File: config.mk
export PLATFORM = sky130hd
export DESIGN_NAME = desc_copy_engine
export DESIGN_NICKNAME = d
export VERILOG_FILES = /design/src/rtl/dcopy_pkg.sv /design/src/rtl/dce_ctrl.sv /design/src/rtl/dce_datapath.sv /design/src/rtl/desc_copy_engine.sv
export SDC_FILE = /design/constraint.sdc
export NUM_CORES = 1
export LEC_CHECK = 0
export BUFFER_PORTS_ARGS = -buffer_cell sky130_fd_sc_hd__buf_2
export CAP_MARGIN = 5
export CORE_MARGIN = 8
export CORE_UTILIZATION = 35
export DETAILED_ROUTE_END_ITERATION = 7
export PLACE_DENSITY = 0.6
export SLEW_MARGIN = 20
export SYNTH_ARGS = -nofsm -noshare
export SYNTH_HDL_FRONTEND = slang
export SYNTH_SLANG_ARGS = --single-unit
File: constraint.sdc
create_clock -name clk -period 10.6 [get_ports clk]
set_clock_uncertainty 0.05 [all_clocks]
set_input_delay 1.06 -clock clk [delete_from_list [all_inputs] [get_ports clk]]
set_output_delay 1.06 -clock clk [all_outputs]
set_load 0.01 [all_outputs]
File: src/rtl/dcopy_pkg.sv
package dcopy_pkg;
  localparam logic [13:0] MAX_SEG_BYTES = 14'h3F80;

  typedef enum logic [2:0] {
    PH_IDLE, PH_SRCPTR, PH_LEN, PH_DSTPTR, PH_RDDATA, PH_WRDATA, PH_WBACK
  } phaseT;

  typedef struct packed {
    phaseT phase;
    logic  startSlot;
    logic  ldSrc;
    logic  ldLen;
    logic  ldDst;
    logic  ldData;
    logic  stepWord;
    logic  advance;
  } strobeT;
endpackage

File: src/rtl/dce_ctrl.sv
module dce_ctrl
  import dcopy_pkg::*;
(
  input  logic   clk,
  input  logic   rstN,
  input  logic   goSlot,
  input  logic   nWordsZero,
  input  logic   lastWord,
  input  logic   wbEn,
  input  logic   memReqReady,
  input  logic   memRspValid,
  output logic   memReqValid,
  output logic   busy,
  output strobeT stb
);
  phaseT phase, nextPhase;
  logic  waiting, rspDone;

  assign rspDone = waiting && memRspValid;

  always_comb begin
    nextPhase = PH_IDLE;
    case (phase)
      PH_SRCPTR: nextPhase = PH_LEN;
      PH_LEN:    nextPhase = PH_DSTPTR;
      PH_DSTPTR: nextPhase = nWordsZero ? (wbEn ? PH_WBACK : PH_IDLE) : PH_RDDATA;
      PH_RDDATA: nextPhase = PH_WRDATA;
      PH_WRDATA: nextPhase = lastWord ? (wbEn ? PH_WBACK : PH_IDLE) : PH_RDDATA;
      default:   nextPhase = PH_IDLE;
    endcase
  end

  always_ff @(posedge clk or negedge rstN) begin
    if (!rstN) begin
      phase   <= PH_IDLE;
      waiting <= 1'b0;
    end else if (phase == PH_IDLE) begin
      if (goSlot) phase <= PH_SRCPTR;
    end else if (!waiting) begin
      if (memReqReady) waiting <= 1'b1;
    end else if (memRspValid) begin
      waiting <= 1'b0;
      phase   <= nextPhase;
    end
  end

  always_comb begin
    stb.phase     = phase;
    stb.startSlot = (phase == PH_IDLE) && goSlot;
    stb.ldSrc     = rspDone && (phase == PH_SRCPTR);
    stb.ldLen     = rspDone && (phase == PH_LEN);
    stb.ldDst     = rspDone && (phase == PH_DSTPTR);
    stb.ldData    = rspDone && (phase == PH_RDDATA);
    stb.stepWord  = rspDone && (phase == PH_WRDATA);
    stb.advance   = rspDone && (nextPhase == PH_IDLE);
  end

  assign memReqValid = (phase != PH_IDLE) && !waiting;
  assign busy        = (phase != PH_IDLE);
endmodule

File: src/rtl/dce_datapath.sv
module dce_datapath
  import dcopy_pkg::*;
#(
  parameter int ADDR_W   = 32,
  parameter int IDX_W    = 16,
  parameter int SLOTS    = 64,
  parameter int DONE_POS = 31
) (
  input  logic              clk,
  input  logic              rstN,
  input  logic              regWe,
  input  logic [11:0]       regAddr,
  input  logic [31:0]       regWdata,
  output logic [31:0]       regRdata,
  input  strobeT            stb,
  input  logic              busy,
  input  logic [31:0]       memRspData,
  output logic              memReqWrite,
  output logic [ADDR_W-1:0] memReqAddr,
  output logic [31:0]       memReqWdata,
  output logic              goSlot,
  output logic              nWordsZero,
  output logic              lastWord,
  output logic              wbEn
);
  localparam int          LAST_POS = DONE_POS - 1;
  localparam logic [11:0] GLB_ADDR = 12'h204;
  localparam logic [11:0] RST_ADDR = 12'h208;

  logic txEn, rxEn;

  for (genvar r = 0; r < 2; r++) begin : g_ring
    localparam logic [11:0] OFS = 12'(r * 256);
    logic [ADDR_W-1:0] base;
    logic [IDX_W-1:0]  count, cpu, dma, idxMask;
    logic [31:0]       rdVal;

    assign idxMask = count - IDX_W'(1);

    always_ff @(posedge clk or negedge rstN) begin
      if (!rstN) begin
        base  <= '0;
        count <= IDX_W'(SLOTS);
        cpu   <= (r == 1) ? IDX_W'(SLOTS - 1) : '0;
        dma   <= '0;
      end else begin
        if (regWe && regAddr == OFS)           base  <= regWdata[ADDR_W-1:0];
        if (regWe && regAddr == OFS + 12'h4)   count <= regWdata[IDX_W-1:0];
        if (regWe && regAddr == OFS + 12'h8)   cpu   <= regWdata[IDX_W-1:0];
        if (regWe && regAddr == RST_ADDR && regWdata[r*16]) dma <= '0;
        else if (stb.advance)                  dma <= (dma + IDX_W'(1)) & idxMask;
        else if (regWe && regAddr == OFS + 12'hC) dma <= regWdata[IDX_W-1:0];
      end
    end

    always_comb begin
      rdVal = '0;
      if (regAddr == OFS)          rdVal = 32'(base);
      if (regAddr == OFS + 12'h4)  rdVal = 32'(count);
      if (regAddr == OFS + 12'h8)  rdVal = 32'(cpu);
      if (regAddr == OFS + 12'hC)  rdVal = 32'(dma);
    end
  end

  always_ff @(posedge clk or negedge rstN) begin
    if (!rstN) begin
      txEn <= 1'b0;
      rxEn <= 1'b0;
      wbEn <= 1'b0;
    end else if (regWe && regAddr == GLB_ADDR) begin
      txEn <= regWdata[0];
      rxEn <= regWdata[2];
      wbEn <= regWdata[6];
    end
  end

  always_comb begin
    regRdata = g_ring[0].rdVal | g_ring[1].rdVal;
    if (regAddr == GLB_ADDR) regRdata = {25'd0, wbEn, 2'b00, busy, rxEn, busy, txEn};
  end

  assign goSlot = txEn && rxEn && (g_ring[0].dma != g_ring[0].cpu);

  // per-slot working registers
  logic [ADDR_W-1:0] srcPtr, dstPtr;
  logic [13:0]       lenRaw, lenClamp;
  logic              lastSeg;
  logic [31:0]       dataReg, wbWord;
  logic [11:0]       wordIdx, nWords;

  assign lenClamp   = (lenRaw > MAX_SEG_BYTES) ? MAX_SEG_BYTES : lenRaw;
  assign nWords     = lenClamp[13:2];
  assign nWordsZero = (nWords == '0);
  assign lastWord   = (wordIdx == nWords - 12'd1);

  always_ff @(posedge clk or negedge rstN) begin
    if (!rstN) begin
      srcPtr  <= '0;
      dstPtr  <= '0;
      lenRaw  <= '0;
      lastSeg <= 1'b0;
      dataReg <= '0;
      wordIdx <= '0;
    end else begin
      if (stb.ldSrc)    srcPtr  <= memRspData[ADDR_W-1:0];
      if (stb.ldDst)    dstPtr  <= memRspData[ADDR_W-1:0];
      if (stb.ldLen) begin
        lenRaw  <= memRspData[29:16];
        lastSeg <= memRspData[LAST_POS];
      end
      if (stb.ldData)   dataReg <= memRspData;
      if (stb.startSlot)     wordIdx <= '0;
      else if (stb.stepWord) wordIdx <= wordIdx + 12'd1;
    end
  end

  logic [ADDR_W-1:0] descOfs, wordOfs;
  assign descOfs = ADDR_W'({g_ring[0].dma, 4'b0000});
  assign wordOfs = ADDR_W'({wordIdx, 2'b00});
  assign wbWord  = (32'(lenRaw) << 16) | (32'd1 << DONE_POS) | (32'(lastSeg) << LAST_POS);

  always_comb begin
    memReqAddr = '0;
    case (stb.phase)
      PH_SRCPTR: memReqAddr = g_ring[0].base + descOfs;
      PH_LEN:    memReqAddr = g_ring[0].base + descOfs + ADDR_W'(4);
      PH_DSTPTR: memReqAddr = g_ring[1].base + descOfs;
      PH_RDDATA: memReqAddr = srcPtr + wordOfs;
      PH_WRDATA: memReqAddr = dstPtr + wordOfs;
      PH_WBACK:  memReqAddr = g_ring[1].base + descOfs + ADDR_W'(4);
      default:   memReqAddr = '0;
    endcase
  end

  assign memReqWrite = (stb.phase == PH_WRDATA) || (stb.phase == PH_WBACK);
  assign memReqWdata = (stb.phase == PH_WBACK) ? wbWord : dataReg;
endmodule

File: src/rtl/desc_copy_engine.sv
module desc_copy_engine
  import dcopy_pkg::*;
#(
  parameter int ADDR_W      = 32,
  parameter int IDX_W       = 16,
  parameter int SLOTS       = 64,
  parameter bit DONE_AT_TOP = 1'b1
) (
  input  logic              clk,
  input  logic              rstN,
  input  logic              regWe,
  input  logic [11:0]       regAddr,
  input  logic [31:0]       regWdata,
  output logic [31:0]       regRdata,
  output logic              memReqValid,
  input  logic              memReqReady,
  output logic              memReqWrite,
  output logic [ADDR_W-1:0] memReqAddr,
  output logic [31:0]       memReqWdata,
  input  logic              memRspValid,
  input  logic [31:0]       memRspData
);
  localparam int DONE_POS = DONE_AT_TOP ? 31 : 15;

  strobeT stb;
  logic   engBusy, goSlot, nWordsZero, lastWord, wbEn;
  logic [31:0] doneMask;
  assign doneMask = 32'd1 << DONE_POS;

  dce_ctrl u_ctrl (
    .clk(clk), .rstN(rstN), .goSlot(goSlot), .nWordsZero(nWordsZero),
    .lastWord(lastWord), .wbEn(wbEn), .memReqReady(memReqReady),
    .memRspValid(memRspValid), .memReqValid(memReqValid), .busy(engBusy), .stb(stb)
  );

  dce_datapath #(.ADDR_W(ADDR_W), .IDX_W(IDX_W), .SLOTS(SLOTS), .DONE_POS(DONE_POS)) u_dp (
    .clk(clk), .rstN(rstN), .regWe(regWe), .regAddr(regAddr), .regWdata(regWdata),
    .regRdata(regRdata), .stb(stb), .busy(engBusy), .memRspData(memRspData),
    .memReqWrite(memReqWrite), .memReqAddr(memReqAddr), .memReqWdata(memReqWdata),
    .goSlot(goSlot), .nWordsZero(nWordsZero), .lastWord(lastWord), .wbEn(wbEn)
  );
endmodule

==> run metrics <==
outcome=finished, final reports clean; Peak Freq=about 150 MHz; synthesized area=0.0194 mm^2; gpl congestion=0.894; TritonCTS Buffers=36; Worst setup EP type=output port; Starting Density=a little over a third; Worst Hold Class=in -> async; Detailed Route WL=61900 um; Core ar.=0.0550 mm^2; worst vdd ir=0.105 mV; GRT overflow=0; Cell variety after synth=81; WL/cell=21.2 um; Vias=16407; Die ar.=roughly 0.063 mm^2; EDFF count, synth=0; register bit total from synthesis=290; relative slew slack=roughly a quarter; Top FF cell, synth=dfrtp_1; Top Ports=179; CP Launch Type=register; most common cell after layout, fill and taps aside=dfrtp_1; Hold Buf Count CTS=0; H-tree Lvls=2; Final Max Slew Viols=0; I/O Buffers=around 180; CTS tree=built; Power Internal=2.98 mW; row count=86; RSZ-0062 raised after global routing=false; Seq/Total Area, Yosys=roughly 37%; met1 usage=25.8%; vias in the first global route=16356; height of the die=approximately 250 um; grt met3 use=2.62%; Final period util=61.9%; nets=approximately 2300; share of layout cells above drive strength 1=25.4%; Setup violations, final=0; Post-CTS Setup Bufs=0; DRT iter0 DRCs=between 1000 and 1500; cts repair resizes=0; worst skew pair latency=0.58 ns; Synth async-reset ratio=100%; DRC=0; Clock Sinks=290; grt peak-use layer=met2; Worst EP required=9.49 ns; area grow syn2layout=14.8%; LEAKAGE=10.1 nW; share of total power in combinational logic=41.5%; CTS root buffer=clkbuf_16; GR Layer Usage met2=32.1%; Hold Fails Final Rpt=0; Flop pwr share=approximately 34%; PwrDens=225 mW/mm^2; sw frac=roughly two fifths; Reg clk slew, reported paths=0.06 ns; Slew @ Worst Pin=1.15 ns; n_diodes=0; HPWL after detailed placement=approximately 46000 um; chip width=252 um; pin count of the biggest net entering global routing=156; Clk pwr share=around 25%; antenna violations before repair=2; crit path max fanout=21; post-route minimum period=about 6.6 ns; Max Cap Violations=0; GR Util All Layers=19.2%; Net Switching=2.05 mW; DR pass1 iterations=6; final hold slack=0.397 ns; Avg Cell Area, Syn=9.65 um^2; first-pass GRT wire length=97500 um; net count after synthesis=2149; via/cell ratio=5.61; most frequent cells in the layout=282 x dfrtp_1, 253 x mux2_2, 216 x nand2_1; CP Class=reg -> out; Setup TNS Final=0 ns; ANT nets after route=0; Worst EP arrival=5.45 ns; YS warnings=0; Post-Synthesis Cells=2014; Max Root-Sink Buffers=3
## through the flow
stage | total power [mW] | cells | worst slack, ns | utilization (%) | instance area [um^2]
final | 5.03 | 2923 | 4.04 | 40.6 | 22300
after floorplan | 3.04 | 2014 | 4.85 | - | 19400
after CTS | 5.06 | 2922 | 4.05 | 40.5 | 22300
after detailed placement | 3.78 | 2856 | 4.70 | 38.3 | 21100
after global placement | 3.75 | 2856 | 4.70 | 38.3 | 21100
after global routing | 5.34 | 2923 | 3.50 | 40.6 | 22300
## final cells by class
type	count	area (um^2)
clock buffers	52	1010
clock inverters	14	195
well taps	748	936
inverters	29	109
fillers	5450	32700
multi-input cells	1585	11600
flip-flops and latches	290	7270
repair buffers	205	1140
## power by group through the flow
stage	Sequential, mW	Clock, mW	Combinational [mW]
after floorplan	1.55	0	1.49
after global placement	1.69	0	2.06
after detailed placement	1.70	0	2.08
after CTS	1.68	1.28	2.09
after global routing	1.73	1.33	2.28
final	1.69	1.25	2.09
## state kept, by name (all words and copies together) (netlist names), 3 cells and up
register	cells
u_dp.srcPtr	32
u_dp.g_ring.dma	32
u_dp.wordIdx	12
u_dp.dstPtr	32
u_dp.g_ring.count	32
u_ctrl.phase	3
u_dp.g_ring.base	64
u_dp.lenRaw	14
u_dp.dataReg	32
u_dp.g_ring.cpu	32
## Yosys cell counts, types with 50 or more instances
| library cell | count | area [um^2] |
|---|---|---|
| nor2_1 | 101 | 379 |
| mux2_2 | 253 | 2850 |
| clkbuf_1 | 76 | 285 |
| nand2_1 | 217 | 815 |
| a21oi_1 | 105 | 526 |
| dfrtp_1 | 282 | 7060 |
| xor2_1 | 79 | 692 |
| nand3_1 | 65 | 325 |
| mux2i_1 | 50 | 500 |
| xnor2_1 | 113 | 990 |
| ha_1 | 51 | 638 |
| o21ai_0 | 64 | 320 |
## metal layers
metal	vias up	wire, um
met5	-	23
met2	452	29600
met1	8207	28000
met4	4	1300
li1	7671	-
met3	73	2890
## final timing paths
path                       depth (start not counted)            start  slack [ns]               endpoint
setup / recovery                                  21  u_ctrl.phase[0]        4.04         memReqAddr[26]
hold / removal                                     1             rstN        0.40       u_dp.dataReg[20]
setup reg to reg                                  17   u_dp.lenRaw[2]        5.72  u_dp.g_ring[1].dma[4]
hold reg to reg                                    1  u_dp.dataReg[6]        0.45        u_dp.dataReg[6]
max in group asynchronous                          2             rstN        8.80  u_dp.g_ring[1].dma[7]
min in group clk                                   1  u_dp.dataReg[6]        0.45        u_dp.dataReg[6]
## worst max-delay path: stages (launching register included)
cell	delay [ns]
dfrtp_1	0.33
buf_4	0.29
clkinv_1	0.33
nor3_2	0.23
buf_4	0.29
nand2_1	0.09
nand2_1	0.06
ha_1	0.15
inv_1	0.05
fa_1	0.40
nor2b_1	0.13
o21a_1	0.16
o21ai_0	0.12
a2111oi_0	0.60
o21ai_1	0.42
nor2_1	0.30
nand2_1	0.10
xor2_1	0.14
o22ai_1	0.11
a211oi_1	0.26
o21ai_1	0.12
buf_2	0.19
## logic make-up after synthesis
| logic type | synth area share, % |
|---|---|
| multiplexers | 17.3 |
| AND/OR/NAND/NOR | 16.0 |
| XOR/XNOR | 8.66 |
| buffers and inverters | 2.83 |
| AO/OA/AOI/OAI | 14.2 |
| flip-flops | 37.4 |
| adder cells (fa/ha/maj) | 3.59 |
No activity file was read; power rests on OpenSTA's default activity.
